===== src/rtl/usb_fs_pkg.sv =====
package usb_fs_pkg;

    // Boundary sequence: the order is behaviour, so the encoding is kept explicit.
    typedef enum logic [1:0] {
        PH_IDLE = 2'd0,
        PH_SOF  = 2'd1,
        PH_PUB  = 2'd2,
        PH_FLAG = 2'd3
    } bnd_phase_e;

    localparam logic [1:0] ADDR_INTERVAL = 2'd0;
    localparam logic [1:0] ADDR_PSTART   = 2'd1;
    localparam logic [1:0] ADDR_LSTHR    = 2'd2;
    localparam logic [1:0] ADDR_STATUS   = 2'd3;

endpackage


===== src/rtl/usb_fs_cfg.sv =====
module usb_fs_cfg
    import usb_fs_pkg::*;
#(
    parameter int REM_W        = 14,
    parameter int LS_W         = 11,
    parameter int DEF_INTERVAL = 11999,
    parameter int DEF_LS_THR   = 1576
) (
    input  logic             clk,
    input  logic             rst_n,
    input  logic             wr,
    input  logic [1:0]       addr,
    input  logic [REM_W-1:0] wdata,
    output logic [REM_W-1:0] interval,
    output logic [REM_W-1:0] pstart,
    output logic [LS_W-1:0]  lsthr,
    output logic             clr_sof
);

    typedef struct packed {
        logic [REM_W-1:0] interval;
        logic [REM_W-1:0] pstart;
        logic [LS_W-1:0]  lsthr;
        logic             locked;
    } cfg_t;

    cfg_t cfg_d, cfg_q;

    always_comb begin
        cfg_d = cfg_q;
        if (wr) begin
            case (addr)
                ADDR_INTERVAL: cfg_d.interval = wdata;
                ADDR_PSTART:   cfg_d.pstart   = wdata;
                ADDR_LSTHR: begin
                    if (!cfg_q.locked) begin
                        cfg_d.lsthr  = wdata[LS_W-1:0];
                        cfg_d.locked = 1'b1;
                    end
                end
                default: ;
            endcase
        end
    end

    always_ff @(posedge clk) begin
        if (!rst_n) begin
            cfg_q.interval <= REM_W'(DEF_INTERVAL);
            cfg_q.pstart   <= '0;
            cfg_q.lsthr    <= LS_W'(DEF_LS_THR);
            cfg_q.locked   <= 1'b0;
        end else begin
            cfg_q <= cfg_d;
        end
    end

    assign interval = cfg_q.interval;
    assign pstart   = cfg_q.pstart;
    assign lsthr    = cfg_q.lsthr;
    assign clr_sof  = wr && (addr == ADDR_STATUS) && wdata[0];

    assert_ls_lock_R11: assert property (@(posedge clk) disable iff (!rst_n)
        $past(cfg_q.locked) |-> $stable(cfg_q.lsthr));

endmodule


===== src/rtl/usb_fs_frame.sv =====
module usb_fs_frame
    import usb_fs_pkg::*;
#(
    parameter int REM_W = 14,
    parameter int FN_W  = 16
) (
    input  logic             clk,
    input  logic             rst_n,
    input  logic             run,
    input  logic             bit_tick,
    input  logic [REM_W-1:0] interval,
    input  logic             clr_sof,
    output logic [REM_W-1:0] rem,
    output logic [FN_W-1:0]  fn,
    output logic             running,
    output logic             reload,
    output logic             sof_pulse,
    output logic             pub_valid,
    output logic             seq_busy,
    output logic             sof_status
);

    typedef struct packed {
        logic [REM_W-1:0] rem;
        logic [FN_W-1:0]  fn;
        logic             run;
        bnd_phase_e       phase;
        logic             status;
    } frm_t;

    frm_t frm_d, frm_q;

    always_comb begin
        frm_d     = frm_q;
        reload    = 1'b0;
        frm_d.run = run;
        if (!run) begin
            frm_d.rem   = '0;
            frm_d.phase = PH_IDLE;
        end else if (!frm_q.run || (bit_tick && (frm_q.rem == '0))) begin
            reload      = 1'b1;
            frm_d.rem   = interval;
            frm_d.fn    = frm_q.fn + FN_W'(1);
            frm_d.phase = PH_SOF;
        end else begin
            if (bit_tick) begin
                frm_d.rem = frm_q.rem - REM_W'(1);
            end
            case (frm_q.phase)
                PH_SOF:  frm_d.phase = PH_PUB;
                PH_PUB:  frm_d.phase = PH_FLAG;
                PH_FLAG: frm_d.phase = PH_IDLE;
                default: frm_d.phase = PH_IDLE;
            endcase
        end
        if (frm_q.phase == PH_FLAG) begin
            frm_d.status = 1'b1;
        end else if (clr_sof) begin
            frm_d.status = 1'b0;
        end
    end

    always_ff @(posedge clk) begin
        if (!rst_n) begin
            frm_q.rem    <= '0;
            frm_q.fn     <= '0;
            frm_q.run    <= 1'b0;
            frm_q.phase  <= PH_IDLE;
            frm_q.status <= 1'b0;
        end else begin
            frm_q <= frm_d;
        end
    end

    assign rem        = frm_q.rem;
    assign fn         = frm_q.fn;
    assign running    = frm_q.run;
    assign sof_pulse  = (frm_q.phase == PH_SOF);
    assign pub_valid  = (frm_q.phase == PH_PUB);
    assign seq_busy   = (frm_q.phase != PH_IDLE);
    assign sof_status = frm_q.status;

    assert_tick_hold_R3: assert property (@(posedge clk) disable iff (!rst_n)
        ($past(frm_q.run) && frm_q.run && !$past(bit_tick)) |-> (frm_q.rem == $past(frm_q.rem)));

    assert_fn_step_R4: assert property (@(posedge clk) disable iff (!rst_n)
        (frm_q.fn != $past(frm_q.fn)) |-> (sof_pulse && (frm_q.fn == $past(frm_q.fn) + FN_W'(1))));

    assert_pub_after_sof_R5: assert property (@(posedge clk) disable iff (!rst_n)
        pub_valid |-> $past(sof_pulse));

    assert_flag_after_pub_R5: assert property (@(posedge clk) disable iff (!rst_n)
        $rose(sof_status) |-> $past(pub_valid, 2));

endmodule


===== src/rtl/usb_fs_arb.sv =====
module usb_fs_arb #(
    parameter int REM_W = 14,
    parameter int LS_W  = 11
) (
    input  logic             clk,
    input  logic             rst_n,
    input  logic             running,
    input  logic             reload,
    input  logic             seq_busy,
    input  logic             txn_busy,
    input  logic [REM_W-1:0] rem,
    input  logic [REM_W-1:0] pstart,
    input  logic [LS_W-1:0]  lsthr,
    output logic             cb_allow,
    output logic             per_grant,
    output logic             ls_ok,
    output logic             ls_denied
);

    typedef struct packed {
        logic pend;
        logic act;
        logic deny;
    } arb_t;

    arb_t arb_d, arb_q;
    logic [REM_W-1:0] ls_lim;
    logic             in_per_win;
    logic             in_ls_win;

    assign ls_lim     = REM_W'(lsthr);
    assign in_per_win = running && (rem <= pstart);
    assign in_ls_win  = running && (rem <= ls_lim);

    always_comb begin
        arb_d = arb_q;
        if (reload) begin
            arb_d = '0;
        end else begin
            if (in_per_win) begin
                arb_d.pend = 1'b1;
            end
            if (arb_q.pend && !txn_busy && !seq_busy) begin
                arb_d.act = 1'b1;
            end
            if (in_ls_win) begin
                arb_d.deny = 1'b1;
            end
        end
    end

    always_ff @(posedge clk) begin
        if (!rst_n) begin
            arb_q <= '0;
        end else begin
            arb_q <= arb_d;
        end
    end

    assign cb_allow  = running && !arb_q.pend;
    assign per_grant = arb_q.act;
    assign ls_ok     = running && !arb_q.deny && (rem > ls_lim);
    assign ls_denied = arb_q.deny;

    assert_pend_rises_R7: assert property (@(posedge clk) disable iff (!rst_n)
        $rose(arb_q.pend) |-> $past(running && (rem <= pstart)));

    assert_grant_waits_R8: assert property (@(posedge clk) disable iff (!rst_n)
        $rose(arb_q.act) |-> ($past(arb_q.pend) && !$past(txn_busy) && !$past(seq_busy)));

    assert_pend_clear_R9: assert property (@(posedge clk) disable iff (!rst_n)
        reload |=> (!arb_q.pend && !arb_q.act));

    assert_ls_hold_R10: assert property (@(posedge clk) disable iff (!rst_n)
        (arb_q.deny && !reload) |=> arb_q.deny);

endmodule


===== src/rtl/usb_frame_sched.sv =====
module usb_frame_sched #(
    parameter int REM_W        = 14,
    parameter int FN_W         = 16,
    parameter int LS_W         = 11,
    parameter int DEF_INTERVAL = 11999,
    parameter int DEF_LS_THR   = 1576
) (
    input  logic             clk,
    input  logic             rst_n,
    input  logic             cfg_wr,
    input  logic [1:0]       cfg_addr,
    input  logic [REM_W-1:0] cfg_wdata,
    input  logic             run,
    input  logic             bit_tick,
    input  logic             txn_busy,
    output logic [REM_W-1:0] remaining,
    output logic [FN_W-1:0]  frame_num,
    output logic             sof_pulse,
    output logic             fn_pub_valid,
    output logic             sof_status,
    output logic             cb_allow,
    output logic             per_grant,
    output logic             ls_ok,
    output logic             ls_denied
);

    logic [REM_W-1:0] interval;
    logic [REM_W-1:0] pstart;
    logic [LS_W-1:0]  lsthr;
    logic             clr_sof;
    logic             running;
    logic             reload;
    logic             seq_busy;

    usb_fs_cfg #(
        .REM_W        (REM_W),
        .LS_W         (LS_W),
        .DEF_INTERVAL (DEF_INTERVAL),
        .DEF_LS_THR   (DEF_LS_THR)
    ) i_cfg (
        .clk      (clk),
        .rst_n    (rst_n),
        .wr       (cfg_wr),
        .addr     (cfg_addr),
        .wdata    (cfg_wdata),
        .interval (interval),
        .pstart   (pstart),
        .lsthr    (lsthr),
        .clr_sof  (clr_sof)
    );

    usb_fs_frame #(
        .REM_W (REM_W),
        .FN_W  (FN_W)
    ) i_frame (
        .clk        (clk),
        .rst_n      (rst_n),
        .run        (run),
        .bit_tick   (bit_tick),
        .interval   (interval),
        .clr_sof    (clr_sof),
        .rem        (remaining),
        .fn         (frame_num),
        .running    (running),
        .reload     (reload),
        .sof_pulse  (sof_pulse),
        .pub_valid  (fn_pub_valid),
        .seq_busy   (seq_busy),
        .sof_status (sof_status)
    );

    usb_fs_arb #(
        .REM_W (REM_W),
        .LS_W  (LS_W)
    ) i_arb (
        .clk       (clk),
        .rst_n     (rst_n),
        .running   (running),
        .reload    (reload),
        .seq_busy  (seq_busy),
        .txn_busy  (txn_busy),
        .rem       (remaining),
        .pstart    (pstart),
        .lsthr     (lsthr),
        .cb_allow  (cb_allow),
        .per_grant (per_grant),
        .ls_ok     (ls_ok),
        .ls_denied (ls_denied)
    );

endmodule


===== config.mk =====
export PLATFORM = sky130hd
export DESIGN_NAME = usb_frame_sched
export DESIGN_NICKNAME = d
export VERILOG_FILES = /design/src/rtl/usb_fs_pkg.sv /design/src/rtl/usb_fs_cfg.sv /design/src/rtl/usb_fs_frame.sv /design/src/rtl/usb_fs_arb.sv /design/src/rtl/usb_frame_sched.sv
export SDC_FILE = /design/constraint.sdc
export NUM_CORES = 1
export LEC_CHECK = 0
export ABC_AREA = 1
export ABC_CLOCK_PERIOD_IN_PS = 1400
export BUFFER_PORTS_ARGS = -buffer_cell sky130_fd_sc_hd__buf_2
export CAP_MARGIN = 30
export CORE_MARGIN = 2
export CORE_UTILIZATION = 35
export CTS_CLUSTER_DIAMETER = 200
export DETAILED_ROUTE_END_ITERATION = 8
export PLACE_DENSITY = 0.58
export SKIP_LAST_GASP = 1
export SLEW_MARGIN = 5
export SYNTH_ARGS = -nofsm -noshare
export SYNTH_HDL_FRONTEND = slang
export SYNTH_SLANG_ARGS = --single-unit

===== constraint.sdc =====
create_clock -name clk -period 1.4 [get_ports clk]
set_input_delay 0.14 -clock clk [delete_from_list [all_inputs] [get_ports clk]]
set_output_delay 0.14 -clock clk [all_outputs]
set_load 0.01 [all_outputs]

# == Word level (Yosys, flattened, before mapping) ==
# Index checks and enable logic that the tools add are counted.
# totals
output_inout_bits,37
ff_bits,77
# classes
muxes,8
reduce_logical,29
bitwise,3
n_eq_ne,6
order_cmp,3
addsub,2
# op_table
cell,count
$mux 14,2
$add 16x1->16 const B,1
$gt 14x11->1,1
$le 14x11->1,1
$le 14x14->1,1
$logic_not 14->1,1
$sub 14x1->14 const B,1
$logic_and 1x1->1,10
$reduce_and 2->1,5
$eq 2x2->1 const B,4
$reduce_bool 2->1,3
$logic_not 1->1,5
$mux 1,5
$eq 2x1->1 const B,2
$pmux 2 s2,1
$not 1->1,3
$reduce_and 3->1,1
$reduce_or 3->1,1
$logic_not 2->1,1
$reduce_or 2->1,1
$logic_or 1x1->1,1

# == Depth between registers and ports, before layout ==
# depth
depth_word,6
ltp_mapped,12

# == Modules after synthesis ==
# From an unflattened synthesis, not the netlist that was laid out.
# hier_totals
cells_unflattened,752
area_unflattened_um2,5108.6
# by_module_without_submodules
mod,area_each_um2,cells_per_inst,instances
usb_fs_frame,2356.0,361,1
usb_fs_cfg,1873.0,245,1
usb_fs_arb,879.6,146,1

# == Worst setup path after synthesis ==
# OpenSTA, ideal clock, no wires.
# synth_path
path_kind,register to output
start,register i_frame.rem[10] (netlist name)
end,output ls_ok
slack_ns,-0.133
path_buffers,0
arrival_time_ns,1.393
path_stages_with_launch,10
cell_sequence,dfxtp_1 ha_1 inv_1 nor2_1 nand3_1 nor2_1 nand2_1 nand2_1 nand2_1 nor3_1
# synth_between
elab_chain_len,2
# synth_lines
item,line_no,text
$gt 14x11->1,usb_fs_arb.sv:62,assign ls_ok = running && !arb_q.deny && (rem > ls_lim);
$logic_and 1x1->1,usb_fs_arb.sv:62,
"end, declared",usb_frame_sched.sv:23,"output logic ls_ok,"
# No other way between the ends.

# == Worst setup path after layout ==
# layout_path
start,register i_frame.rem[10] (netlist name)
end,output ls_ok
# layout_between
elab_chain_len,2
# layout_lines
item,line_no
$gt 14x11->1,usb_fs_arb.sv:62
$logic_and 1x1->1,usb_fs_arb.sv:62
# No other way between the ends.

==> impl_metrics.csv <==
group,metric,value,unit
clock_network,cts_tree,"yes",
sta,whs,0.0416,ns
route,initialDrtViolationCount,201,
clock_network,clock_tree.root_cell,"clkbuf_16",
logic_synthesis,ys_seq_elements,77,
sta,rsz_0062_raised_after_global_routing,"true",
critical_path,r2r_slack,-0.28,ns
critical_path,cells_along_the_critical_path,"ha_4 -> inv_2 -> nor2_4 -> nand3_2 -> nor2_2 -> buf_4 -> nand4_1 -> nand2_2 -> nor3_4 -> buf_2",
critical_path,worstSetupEndpoint,"ls_ok",
critical_path,worst_setup_path_end_kind,"primary output",
sta,tightestPinTransition,0.593,ns
floorplanning,die_width,117,microns
run_status,result_of_the_run,"finished with violations",
placed_design,post_place_setup_slack,-0.357,ns
logic_synthesis,leading_cell_type_by_number_of_instances_after_synthesis,"nand2_1",
logic_synthesis,synth.avg_cell_area,6.94,sq um
sta,slew_headroom,60.4,%
clock_network,ctsLongestPathBuffers,2,
global_routing,grt_antenna_before_repair,0,
critical_path,critical_path.max_fanout,4,
sta,finClkSkew,0.00820,ns
finish,area_growth,37.0,%
critical_path,timing_worst_setup_path_type,"register to primary output",
global_routing,grt_max_degree,31,
placed_design,gp_congestion,0.896,
logic_synthesis,synth_edf_count,0,
sta,final_hold_viol_count,0,
floorplanning,die_y,117,microns
floorplanning,dieArea,0.0138,sq mm
floorplanning,start_util,35.8,%
critical_path,critPathArrivalTime,1.85,ns
global_routing,grt_pass1_vias,4417,
sta,timing_max_transition_violations_final,0,
sta,fin_ws,-0.587,ns
critical_path,r2r_cell_count,11,
floorplanning,core_region_area,0.0126,sq mm
global_routing,grt_usage,19.3,%
sta,max_freq,0.503,GHz
logic_synthesis,yosysUniqueCellTypes,30,
critical_path,critical_path.reg2reg.startpoint,"i_frame.rem[10]",
logic_synthesis,synth_flop_cell,"dfxtp_1",
logic_synthesis,syn_area,0.00450,sq mm
power,power-per-cell-area,1040,mW/mm^2
critical_path,crit_path_top_delay_cell,"dfxtp_2",
global_routing,grt_overflow_total,0,
hold_path,worst_min_path_class,"primary input to register",
route,drc_errors,0,
route,finalWirelength,13100,microns
job,max_cap_viol_count,0,
floorplanning,floorplan.rows,41,
finish,design.final.nets,814,
placed_design,place_hpwl,9430,microns
logic_synthesis,synth.cells.most_frequent,"nand2_1, inv_1, dfxtp_1, nor2_1, a21oi_1",
logic_synthesis,synthesis.instances,648,
logic_synthesis,seq_area_frac_synth,34.3,%
logic_synthesis,mappedNetlistNets,702,
sta,final_report_setup_violation_count,36,
finish,fraction_of_final_layout_cells_sized_beyond_drive_strength_1,34.8,%
critical_path,critical_path_required,1.26,ns
placed_design,placement.io_buffers,58,
clock_network,cts_inserted_buffers,9,
run_status,violated_checks,"negative setup slack",
logic_synthesis,post-synth-top-area-fraction,34.3,%
route,detailedRoute.firstPassIterationCount,6,
finish,antenna_cells_inserted,0,
logic_synthesis,postSynth.asyncResetShare,0,%
clock_network,worst_skew_pair.late_latency,0.35,ns
floorplanning,ioPinCount,59,
sta,layout_worst_path_cycle_share,142,%
global_routing,grt_pass1_wl,21300,microns
sta,post-route-min-period,1.99,ns
critical_path,critPathMaxStageDelay,0.36,ns
logic_synthesis,synthesis.yosys.warnings,0,
hold_path,timing.hold.worst_path_depth,3,
route,avgViaCountPerCell,4.72,
critical_path,startpoint_type,"register",
clock_network,cts.htree.levels,3,
logic_synthesis,synth_top_cell_by_area,"dfxtp_1",
route,ant_nets,0,
route,avgRoutedWirePerCell,13.9,microns
power,vdd_drop_max,0.459,mV
critical_path,crit_path_start,"i_frame.rem[10]",
critical_path,regToRegEndpoint,"i_arb.ls_denied",
clock_network,clk_pin_slew_worst_paths,0.06,ns
power,p_leak,2.90,nW
clock_network,cts_sinks,77,
route,detailroute.via_count,4419,
logic_synthesis,synth_area_leaders,"dfxtp_1, nand2_1, ha_1",
==> cell usage in the layout (no fill, tap or decap), types with 3 or more instances in the layout <==
master     synthesis  layout
ha_4               0       9
nand3_2            0       7
nand4_1            9       9
nor2_1            61      50
buf_4             31      73
a21oi_1           44      42
o21ai_2            0       7
nand2_4            2       4
o211ai_1           5       5
o21ai_1            1       4
ha_1              32      23
nor2_2             5       8
nor3_1            11       9
a21oi_2            9      10
clkbuf_16          0       9
nand3_1           33      25
o21ai_0           38      28
buf_6              0      15
buf_2              6      58
inv_2              1       8
nand2_2           11      19
dfxtp_1           77      64
bufinv_16          0       3
inv_1             84      75
nand2_1          158     147
dfxtp_2            0      12
nor2_4             1       9
xor2_1            11      11
==> what timing repair did <==
action / 4_1_cts / 5_1_grt
buffers inserted: 11 / 6
cloned: 2 / 0
hold buffers: 0 / 0
resized for setup: 64 / 49
setup endpoints to repair: 34 / 36
pin swaps: 13 / 19
==> worst max-delay path, delay by kind of cell (launching register included) <==
family | cells | cell delay [ns]
and+or+nand+nor | 6 | 0.58
adders and majority gates | 1 | 0.27
DFF | 1 | 0.36
buffers and inverters | 3 | 0.29
==> stage by stage <==
stage	std cells	setup TNS (ns)	power, mW	utilization [%]	instance area [sq um]
global route	936	-8.56	6.71	49.0	6160
global placement	902	-5.05	3.40	41.7	5240
CTS	930	-3.98	6.35	47.1	5910
detailed placement	902	-5.60	3.41	41.7	5240
finish	936	-6.07	6.41	49.0	6160
floorplan	648	-0.0902	3.03	-	4520
==> power breakdown <==
part / total [mW] / internal, mW / switching [mW] / leakage (nW)
registers: 2.37 / 2.29 / 0.0725 / 0.634
clock network: 2.77 / 1.83 / 0.945 / 0.172
logic: 1.27 / 0.552 / 0.722 / 2.09
==> routing by layer <==
| layer | share of wire (%) | vias up | track usage (%) |
|---|---|---|---|
| met1 | 44 | 2056 | 23.0 |
| li1 | - | 2255 | - |
| met2 | 50 | 89 | 34.5 |
| met3 | 4.1 | 19 | 4.43 |
| met5 | 0 | - | 0 |
| met4 | 1.6 | 0 | 6.02 |
==> how the worst min path moves through the flow <==
stage                       from                 to
finish              cfg_wdata[3]  i_cfg.interval[3]
global route        cfg_wdata[3]  i_cfg.interval[3]
CTS                 cfg_wdata[3]  i_cfg.interval[3]
detailed placement  cfg_wdata[6]  i_cfg.interval[6]
global placement    cfg_wdata[9]  i_cfg.interval[9]
floorplan           cfg_wdata[0]  i_cfg.interval[0]
==> cells by family after synthesis <==
kind of cell	Yosys count	synth area share, %
buf+inv	134	14.4
fa+ha+maj	32	8.90
flops	77	34.3
simple gates	294	27.9
xor+xnor	13	2.53
compound gates	98	12.0
==> layout make-up <==
type / instances / area (sq um)
fillers: 1249 / 6410
clock buffers: 11 / 253
flip-flops and latches: 77 / 1560
repair inverters: 1 / 16.3
clock inverters: 4 / 95.1
inverters: 87 / 344
well taps: 172 / 215
multi-input cells: 438 / 2670
repair buffers: 146 / 1010
==> sequential cells by signal (all words and copies together) (netlist names) <==
signal and count:
i_frame.sof_status 1, i_frame.rem 14, i_arb.arb_q 1, i_cfg.lsthr 11
i_cfg.interval 14, i_arb.per_grant 1, i_cfg.pstart 14, i_frame.frm_q 2
i_arb.ls_denied 1, i_frame.fn 16, i_cfg.cfg_q 1, i_frame.running 1
Note: power is estimated with default switching activity, not from simulation.
